$ cat src/rtl/pacc_pkg.sv
package pacc_pkg;
    localparam int CNT_W   = 16;
    localparam int BYTE_W  = 8;
    localparam int ADDR_W  = 2;
    localparam int FLAG_N  = 2;
    localparam int SYNC_N  = 2;
    localparam int CTRL_W  = 6;

    localparam logic [ADDR_W-1:0] A_CTRL  = 2'd0;
    localparam logic [ADDR_W-1:0] A_FLAGS = 2'd1;
    localparam logic [ADDR_W-1:0] A_CNTH  = 2'd2;
    localparam logic [ADDR_W-1:0] A_CNTL  = 2'd3;

    localparam int F_PIN  = 0;
    localparam int F_WRAP = 1;

    typedef enum logic [0:0] {
        M_EVENT = 1'b0,
        M_GATED = 1'b1
    } mode_e;

    typedef struct packed {
        logic  fast_clr;
        logic  pin_ie;
        logic  wrap_ie;
        logic  edge_fall;
        mode_e mode;
        logic  en;
    } ctrl_t;

    typedef struct packed {
        logic wrap;
        logic pin;
    } flags_t;

    function automatic logic irq_of(flags_t f, ctrl_t c);
        return (f.wrap & c.wrap_ie) | (f.pin & c.pin_ie);
    endfunction

    function automatic logic is_cnt_addr(logic [ADDR_W-1:0] a);
        return (a == A_CNTH) || (a == A_CNTL);
    endfunction
endpackage

$ cat src/rtl/pacc_event_logic.sv
module pacc_event_logic
    import pacc_pkg::*;
#(
    parameter int STAGES = SYNC_N
) (
    input  logic  clk,
    input  logic  rst,
    input  logic  pin_in,
    input  logic  tick_in,
    input  ctrl_t ctrl,
    output logic  inc,
    output logic  set_pin
);
    logic [STAGES-1:0] sh_q;
    logic              prev_q;
    logic              lvl, rise, fall, act_edge, trail_edge, gate_on;

    always_ff @(posedge clk) begin
        if (rst) begin
            sh_q   <= '0;
            prev_q <= 1'b0;
        end else begin
            for (int i = 0; i < STAGES; i++) begin
                if (i == 0) sh_q[i] <= pin_in;
                else        sh_q[i] <= sh_q[i-1];
            end
            prev_q <= sh_q[STAGES-1];
        end
    end

    always_comb begin
        lvl        = sh_q[STAGES-1];
        rise       = lvl & ~prev_q;
        fall       = ~lvl & prev_q;
        act_edge   = ctrl.edge_fall ? fall : rise;
        trail_edge = ctrl.edge_fall ? rise : fall;
        gate_on    = lvl ^ ctrl.edge_fall;
        if (ctrl.mode == M_EVENT) begin
            inc     = ctrl.en & act_edge;
            set_pin = ctrl.en & act_edge;
        end else begin
            inc     = ctrl.en & tick_in & gate_on;
            set_pin = ctrl.en & trail_edge;
        end
    end

    // in gated mode a leading edge alone never raises the flag request
    a_r6_no_lead_flag: assert property (@(posedge clk) disable iff (rst)
        (ctrl.mode == M_GATED && (ctrl.edge_fall ? fall : rise)) |-> !set_pin);
endmodule

$ cat src/rtl/pacc_counter.sv
module pacc_counter
    import pacc_pkg::*;
(
    input  logic              clk,
    input  logic              rst,
    input  logic              inc,
    input  logic              wr_hi,
    input  logic              wr_lo,
    input  logic [BYTE_W-1:0] wdata,
    output logic [CNT_W-1:0]  cnt,
    output logic              wrap
);
    logic wr_any;

    assign wr_any = wr_hi | wr_lo;
    assign wrap   = inc & ~wr_any & (cnt == {CNT_W{1'b1}});

    always_ff @(posedge clk) begin
        if (rst) begin
            cnt <= '0;
        end else if (wr_any) begin
            if (wr_hi) cnt[CNT_W-1:BYTE_W] <= wdata;
            if (wr_lo) cnt[BYTE_W-1:0]     <= wdata;
        end else if (inc) begin
            cnt <= cnt + 1'b1;
        end
    end

    a_r3_wrap_to_zero: assert property (@(posedge clk) disable iff (rst)
        (inc && !wr_any && cnt == {CNT_W{1'b1}}) |=> (cnt == '0));
    a_r12_idle_hold: assert property (@(posedge clk) disable iff (rst)
        (!inc && !wr_any) |=> $stable(cnt));
    a_r12_write_wins: assert property (@(posedge clk) disable iff (rst)
        (wr_lo && !wr_hi) |=> (cnt[BYTE_W-1:0] == $past(wdata)));
endmodule

$ cat src/rtl/pacc_flags.sv
module pacc_flags
    import pacc_pkg::*;
(
    input  logic              clk,
    input  logic              rst,
    input  logic [FLAG_N-1:0] set_v,
    input  logic              wr_flags,
    input  logic [FLAG_N-1:0] wbits,
    input  logic              fast_hit,
    output logic [FLAG_N-1:0] flag_q
);
    for (genvar i = 0; i < FLAG_N; i++) begin : g_flag
        logic clr;
        assign clr = fast_hit | (wr_flags & wbits[i]);

        always_ff @(posedge clk) begin
            if (rst)           flag_q[i] <= 1'b0;
            else if (set_v[i]) flag_q[i] <= 1'b1;
            else if (clr)      flag_q[i] <= 1'b0;
        end

        a_r10_set_wins: assert property (@(posedge clk) disable iff (rst)
            set_v[i] |=> flag_q[i]);
        a_r7_zero_keeps: assert property (@(posedge clk) disable iff (rst)
            (wr_flags && !wbits[i] && !fast_hit && flag_q[i]) |=> flag_q[i]);
        a_r8_fast_wipes: assert property (@(posedge clk) disable iff (rst)
            (fast_hit && !set_v[i]) |=> !flag_q[i]);
    end
endmodule

$ cat src/rtl/pacc_top.sv
module pacc_top
    import pacc_pkg::*;
(
    input  logic              clk,
    input  logic              rst,
    input  logic              bus_sel,
    input  logic              bus_wr,
    input  logic [ADDR_W-1:0] bus_addr,
    input  logic [BYTE_W-1:0] bus_wdata,
    output logic [BYTE_W-1:0] bus_rdata,
    input  logic              pin_in,
    input  logic              tick_in,
    output logic              irq
);
    ctrl_t             ctrl_q;
    flags_t            flags;
    logic [FLAG_N-1:0] flag_vec, set_vec;
    logic [CNT_W-1:0]  cnt;
    logic              inc, set_pin, wrap;
    logic              wr_ctrl, wr_flags, wr_hi, wr_lo, fast_hit;

    assign wr_ctrl  = bus_sel & bus_wr & (bus_addr == A_CTRL);
    assign wr_flags = bus_sel & bus_wr & (bus_addr == A_FLAGS);
    assign wr_hi    = bus_sel & bus_wr & (bus_addr == A_CNTH);
    assign wr_lo    = bus_sel & bus_wr & (bus_addr == A_CNTL);
    assign fast_hit = bus_sel & ctrl_q.fast_clr & is_cnt_addr(bus_addr);

    always_ff @(posedge clk) begin
        if (rst)          ctrl_q <= '0;
        else if (wr_ctrl) ctrl_q <= ctrl_t'(bus_wdata[CTRL_W-1:0]);
    end

    pacc_event_logic #(.STAGES(SYNC_N)) u_evt (
        .clk     (clk),
        .rst     (rst),
        .pin_in  (pin_in),
        .tick_in (tick_in),
        .ctrl    (ctrl_q),
        .inc     (inc),
        .set_pin (set_pin)
    );

    pacc_counter u_cnt (
        .clk   (clk),
        .rst   (rst),
        .inc   (inc),
        .wr_hi (wr_hi),
        .wr_lo (wr_lo),
        .wdata (bus_wdata),
        .cnt   (cnt),
        .wrap  (wrap)
    );

    always_comb begin
        set_vec         = '0;
        set_vec[F_PIN]  = set_pin;
        set_vec[F_WRAP] = wrap;
    end

    pacc_flags u_flg (
        .clk      (clk),
        .rst      (rst),
        .set_v    (set_vec),
        .wr_flags (wr_flags),
        .wbits    (bus_wdata[FLAG_N-1:0]),
        .fast_hit (fast_hit),
        .flag_q   (flag_vec)
    );

    assign flags = flags_t'(flag_vec);
    assign irq   = irq_of(flags, ctrl_q);

    always_comb begin
        bus_rdata = '0;
        if (bus_sel) begin
            case (bus_addr)
                A_CTRL:  bus_rdata = {{(BYTE_W-CTRL_W){1'b0}}, ctrl_q};
                A_FLAGS: bus_rdata = {{(BYTE_W-FLAG_N){1'b0}}, flag_vec};
                A_CNTH:  bus_rdata = cnt[CNT_W-1:BYTE_W];
                default: bus_rdata = cnt[BYTE_W-1:0];
            endcase
        end
    end

    a_r9_masked_quiet: assert property (@(posedge clk) disable iff (rst)
        (!ctrl_q.wrap_ie && !ctrl_q.pin_ie) |-> !irq);
    a_r1_flags_upper_zero: assert property (@(posedge clk) disable iff (rst)
        (bus_sel && bus_addr == A_FLAGS) |-> (bus_rdata[BYTE_W-1:FLAG_N] == '0));
    a_r11_disabled_hold: assert property (@(posedge clk) disable iff (rst)
        (!ctrl_q.en && !wr_hi && !wr_lo) |=> $stable(cnt));
endmodule

$ cat config.mk
export PLATFORM = sky130hd
export DESIGN_NAME = pacc_top
export DESIGN_NICKNAME = d
export VERILOG_FILES = /design/src/rtl/pacc_pkg.sv /design/src/rtl/pacc_event_logic.sv /design/src/rtl/pacc_counter.sv /design/src/rtl/pacc_flags.sv /design/src/rtl/pacc_top.sv
export SDC_FILE = /design/constraint.sdc
export NUM_CORES = 1
export LEC_CHECK = 0
export BUFFER_PORTS_ARGS = -buffer_cell sky130_fd_sc_hd__buf_4
export CORE_MARGIN = 2
export CORE_UTILIZATION = 45
export DETAILED_ROUTE_END_ITERATION = 10
export GPL_TIMING_DRIVEN = 1
export HOLD_SLACK_MARGIN = 0.06
export PLACE_DENSITY = 0.68
export SLEW_MARGIN = 10
export SYNTH_ARGS = -nofsm -noshare
export SYNTH_HDL_FRONTEND = slang
export SYNTH_SLANG_ARGS = --single-unit
$ cat constraint.sdc
create_clock -name clk -period 1.6 [get_ports clk]
set_clock_uncertainty 0.15 [all_clocks]
set_input_delay 0.16 -clock clk [delete_from_list [all_inputs] [get_ports clk]]
set_output_delay 0.16 -clock clk [all_outputs]
set_load 0.03 [all_outputs]
# --- Yosys cells after proc, flatten, opt, wreduce, memory -nomap -nowiden ---
# Cells that the tools add are included.
# Widths: inputs -> output; s select.
totals:
  ff_bits: 27
  latchBits: 0
  ramBits: 0
  mem_bits_ro: 0
  input_bits: 16
  output_inout_bits: 9
  wordCells: 67
  mem_count: 0
classes:
  n_addsub: 1
  mul: 0
  div: 0
  magnitude_cmp: 0
  eq_ne: 6
  shift: 0
  muxes: 14
  bitwise_logic: 27
  reduce_logical: 7
op_table:
  columns: ["op", "count"]
  rows:
  - ["$mux 16", 2]
  - ["$mux 8", 3]
  - ["$pmux 8 s3", 1]
  - ["$and 1x1->1", 19]
  - ["$add 16x1->16 const B", 1]
  - ["$eq 16x16->1 const B", 1]
  - ["$mux 1", 8]
  - ["$reduce_bool 2->1", 3]
  - ["$eq 2x2->1 const B", 2]
  - ["$ne 2x1->1 const B", 2]
  - ["$or 1x1->1", 4]
  - ["$reduce_and 2->1", 2]
  - ["$not 1->1", 3]
  - ["$eq 2x1->1 const B", 1]
  - ["$logic_not 2->1", 1]
  - ["$logic_or 1x1->1", 1]
  - ["$xor 1x1->1", 1]

# --- Logic depth before layout (Yosys ltp) ---
logic_depth:
  ltp_word: 8
  ltp_mapped: 8

# --- By module ---
# A second synthesis with hierarchy kept.
unflattened:
  cells_unflattened: 211
  hier_area_um2: 1707.9
modules_own_cells:
  columns: ["mod", "instances", "cells_per_inst", "area_per_inst_um2", "seq_area_each_um2"]
  rows:
  - ["pacc_counter", 1, 126, 972.2, 320.3]
  - ["pacc_top", 1, 60, 515.5, 120.1]
  - ["pacc_event_logic", 1, 16, 148.9, 60.1]
  - ["pacc_flags", 1, 9, 71.3, 40.0]

# --- Worst setup path before layout ---
# OpenSTA, ideal clock, no wires.
synth_path:
  kind: "flip-flop to flip-flop"
  start: "register ctrl_q[1] (netlist bit)"
  end: "register u_cnt.cnt[11]"
  setup_time_ps: 87
  t_arrival_ps: 1549
  t_required_ps: 1363
  slack_ps: -186
  path_stages_with_launch: 6
  n_path_buf: 0
  synth_period_minus_slack_ps: 1786
  path_cell_list: "dfxtp_1 > or4b_4 > o221ai_2 > a21oi_1 > or3_1 > o31ai_1"
synth_between:
  elab_chain_len: 3
synth_rtl:
  columns: ["item", "line", "source"]
  rows:
  - ["start: declaration", "pacc_top.sv:15", "ctrl_t ctrl_q;"]
  - ["start signal: assignment", "pacc_top.sv:30", "else if (wr_ctrl) ctrl_q <= ctrl_t'(bus_wdata[CTRL_W-1:0]);"]
  - ["$mux 1", "pacc_event_logic.sv:38", "if (ctrl.mode == M_EVENT) begin"]
  - ["$reduce_bool 2->1 (no line)", null, null]
  - ["$reduce_and 2->1 (no line)", null, null]
  - ["end signal: indexed assignment", "pacc_counter.sv:22", "if (wr_hi) cnt[CNT_W-1:BYTE_W] <= wdata;"]
  - ["end signal: indexed assignment", "pacc_counter.sv:23", "if (wr_lo) cnt[BYTE_W-1:0] <= wdata;"]
  - ["end signal: assignment", "pacc_counter.sv:25", "cnt <= cnt + 1'b1;"]
  - ["end: declaration", "pacc_counter.sv:10", "output logic [CNT_W-1:0] cnt,"]
# No other way between the ends.
# A chain may end at the register's enable or synchronous reset.

# --- Worst setup path in the final report ---
layout_path:
  start: "register ctrl_q[2] (netlist bit)"
  end: "register u_cnt.cnt[0]"
layout_between:
  elab_chain_len: 5
  word_cells_on_any_way: 7
layout_rtl:
  columns: ["item", "line"]
  rows:
  - ["$mux 1 or $xor 1x1->1 (tied branches)", "pacc_event_logic.sv:35, pacc_event_logic.sv:37"]
  - ["$and 1x1->1, on equally long branches", "pacc_event_logic.sv:39, pacc_event_logic.sv:42"]
  - ["$mux 1 *", "pacc_event_logic.sv:38"]
  - ["$reduce_bool 2->1 (no line) *", null]
  - ["$reduce_and 2->1 (no line) *", null]
# Mark *: on every way between the ends. The rest lies on a longest branch, timed or not.

==> out/metrics.csv <==
metric,value,unit
finalPower,1352,uW
place_inst,325,
num_vias,1945,
drive_above_1_share,45.89,%
initialDrtViolationCount,131,
yosysMostFrequentCell,dfxtp_1,
end_kind,flip-flop,
yosysTopAreaCellShare,30.99,%
ant_nets,0,
detail_route.wl_per_cell,15.89,um
hp-class,in2reg,
fin_crit_sh,117.7,%
netlist_instances,216,
crit_path_max_incr_delay,540,ps
cp_top_family,simple AND/OR/NAND/NOR gates,
clk_path_buf_depth,2,
async_flop_share,0,%
fin_cells,340,
reg2reg_depth,6,
crit_buf_inv,1,
drc,0,
multi_input_area,1321,um^2
synth.avg_cell_area,8.075,um^2
yosys-top-cells-area,"dfxtp_1 31%, nor2_1 5.2%, a21oi_1 4.9%",
syn_nets,233,
clock-root-buffer,clkbuf_8,
hold_depth,3,
die_area,4390,um^2
cts_buffers,3,
vias_per_cell,5.721,
pre_cts_slack,-267.3,ps
ys.flop_type,dfxtp_1,
worstPathMaxFanout,10,
slowest_stage,or4b_4,
timing.critical_path.depth,6,
core_area,3689,um^2
die_x,66.26,um
final_nets,310,
routed_wl,5.401,mm
grt_pass1_wl,8.880,mm
syn-cell-area,1744,um^2
synthToLayoutAreaGrowth,55.17,%
layout_setup_ws,-283.7,ps
post-route-min-period,1884,ps
slew_violations,0,
yosysWarningCount,0,
firstDrtPassIters,4,
clk_latency,270,ps
path_clk_slew,100,ps
track_usage,25.99,%
cp.required,1660,ps
ir_drop,0.3399,mV
hpwl,3.870,mm
cts_tree,yes,
cellPowerDensity,499.5,nW/um^2
finalHoldViolCount,0,
synthTopCellsByCount,"27 x dfxtp_1, 24 x nor2_1, 17 x a21oi_1, 17 x nand2_1, 11 x nor3_1",
antenna_found_initial,0,
grt_overflow,0,
start_kind,flip-flop,
worstMarginPinSlew,371.8,ps
gp_congestion,0.8341,
yosysSeqAreaShare,30.99,%
grt_pass1_vias,1834,
critPathKind,reg2reg,
ios,25,
die_h,66.26,um
grt_max_degree,34,
rows,22,
clock.fmax,0.5309,GHz
n_antenna_cell,0,
cts_max_level,1,
cap_violations,0,
synthDistinctLibCells,51,
crit_chain,or4b_4 -> o221ai_4 -> a22oi_2 -> buf_12 -> or3_4 -> a21oi_2,
rsz0062_at_grt,yes,
worstPathArrival,1950,ps
p_leak,0.001011,uW
fillers,282,
start_util,47.29,%
finalSetupViolations,22,
final_core_utilization,73.37,%
portBuffers,24,
yosysTopAreaCell,dfxtp_1,
regArea,561.8,um^2
numClockSinks,27,
outcome,finished with violations,
slew_headroom,75.12,%
synth-seq-cells,27,
synth_edf_count,0,
violations,negative setup slack,
==> what timing repair did <==
| item | CTS | global route |
|---|---|---|
| setup endpoints to repair | 23 | 23 |
| hold endpoints to repair | 8 | 0 |
| gates resized for setup | 26 | 17 |
| pin swaps | 6 | 11 |
| cloned | 0 | 0 |
| buffers inserted | 4 | 0 |
| hold buffers | 7 | 0 |
==> layout by cell type, fill, tap and decap left out, types with 3 or more instances in the layout <==
master	count
buf_4	68
nor2_1	23
nand2_1	17
dfxtp_1	14
a21oi_1	13
dfxtp_2	11
nor3_1	10
mux2i_1	8
buf_6	8
dlygate4sd3_1	7
nor2b_1	6
nand3_1	6
nand2b_1	5
a22oi_2	4
o21ai_0	4
xnor2_1	4
nor4_1	4
mux2_2	3
nand4_1	3
a21oi_2	3
o32ai_2	3
xor2_1	3
a2bb2oi_2	3
or3_1	3
clkbuf_8	3
==> logic make-up after synthesis <==
logic type                 Yosys count  share of synthesized area [%]
and+or+nand+nor                    101                          30.56
AOI/OAI and AO/OA                   52                          21.09
DFF                                 27                          30.99
buffers and inverters               15                          4.017
muxes                               13                          9.110
xor gates and xnor gates             7                          3.515
adders and majority gates            1                         0.7172
==> state kept, by name (all words and copies together), names as in the netlist <==
| signal | flops |
|---|---|
| u_evt.sh_q | 2 |
| u_evt.prev_q | 1 |
| u_cnt.cnt | 16 |
| ctrl_q | 6 |
| u_flg.flag_q | 2 |
==> cell type report <==
cell class / count / share of cell area, %
Sequential cell: 27 / 20.76
Clock buffer: 4 / 1.664
Timing Repair Buffer: 85 / 26.26
Inverter: 2 / 0.2774
Multi-Input combinational cell: 174 / 48.82
Tap cell: 48 / 2.219
==> layer usage <==
layer,part of all wire (%),global-route usage [%]
met5,0,0
met4,0.93,4.592
met3,5.6,2.726
met2,49,42.88
met1,44,36.90
==> metrics by stage <==
step,area [um^2],hold slack (ps),TNS [ps]
3_5_place_dp,2385,225.4,-3228
2_1_floorplan,1826,138.2,-1181
6_report,2706,112.0,-4194
5_1_grt,2706,132.1,-5588
4_1_cts,2626,114.1,-4260
3_3_place_gp,2385,218.9,-2824
==> path summary, 6_finish.rpt <==
check | slack, ps | to | from
worst min register to register | 310 | u_evt.sh_q[1]$_SDFF_PP0_ | u_evt.sh_q[0]$_SDFF_PP0_
worst max register to register | -280 | u_cnt.cnt[0]$_SDFFE_PP0P_ | ctrl_q[2]$_SDFFE_PP0P_
worst min-delay path | 110 | u_cnt.cnt[7]$_SDFFE_PP0P_ | bus_wdata[7]
worst max-delay path | -280 | u_cnt.cnt[0]$_SDFFE_PP0P_ | ctrl_q[2]$_SDFFE_PP0P_
==> power by group <==
group	internal, uW	switching, uW
Combinational	127	126
Clock	179	227
Sequential	682	11.2
Total	988	364
==> tightest hold or removal path, cell delays in order <==
cell and delay, ps:
buf_4 90, a21oi_1 60, o32ai_2 180
No activity file was read; power rests on OpenSTA's default activity.
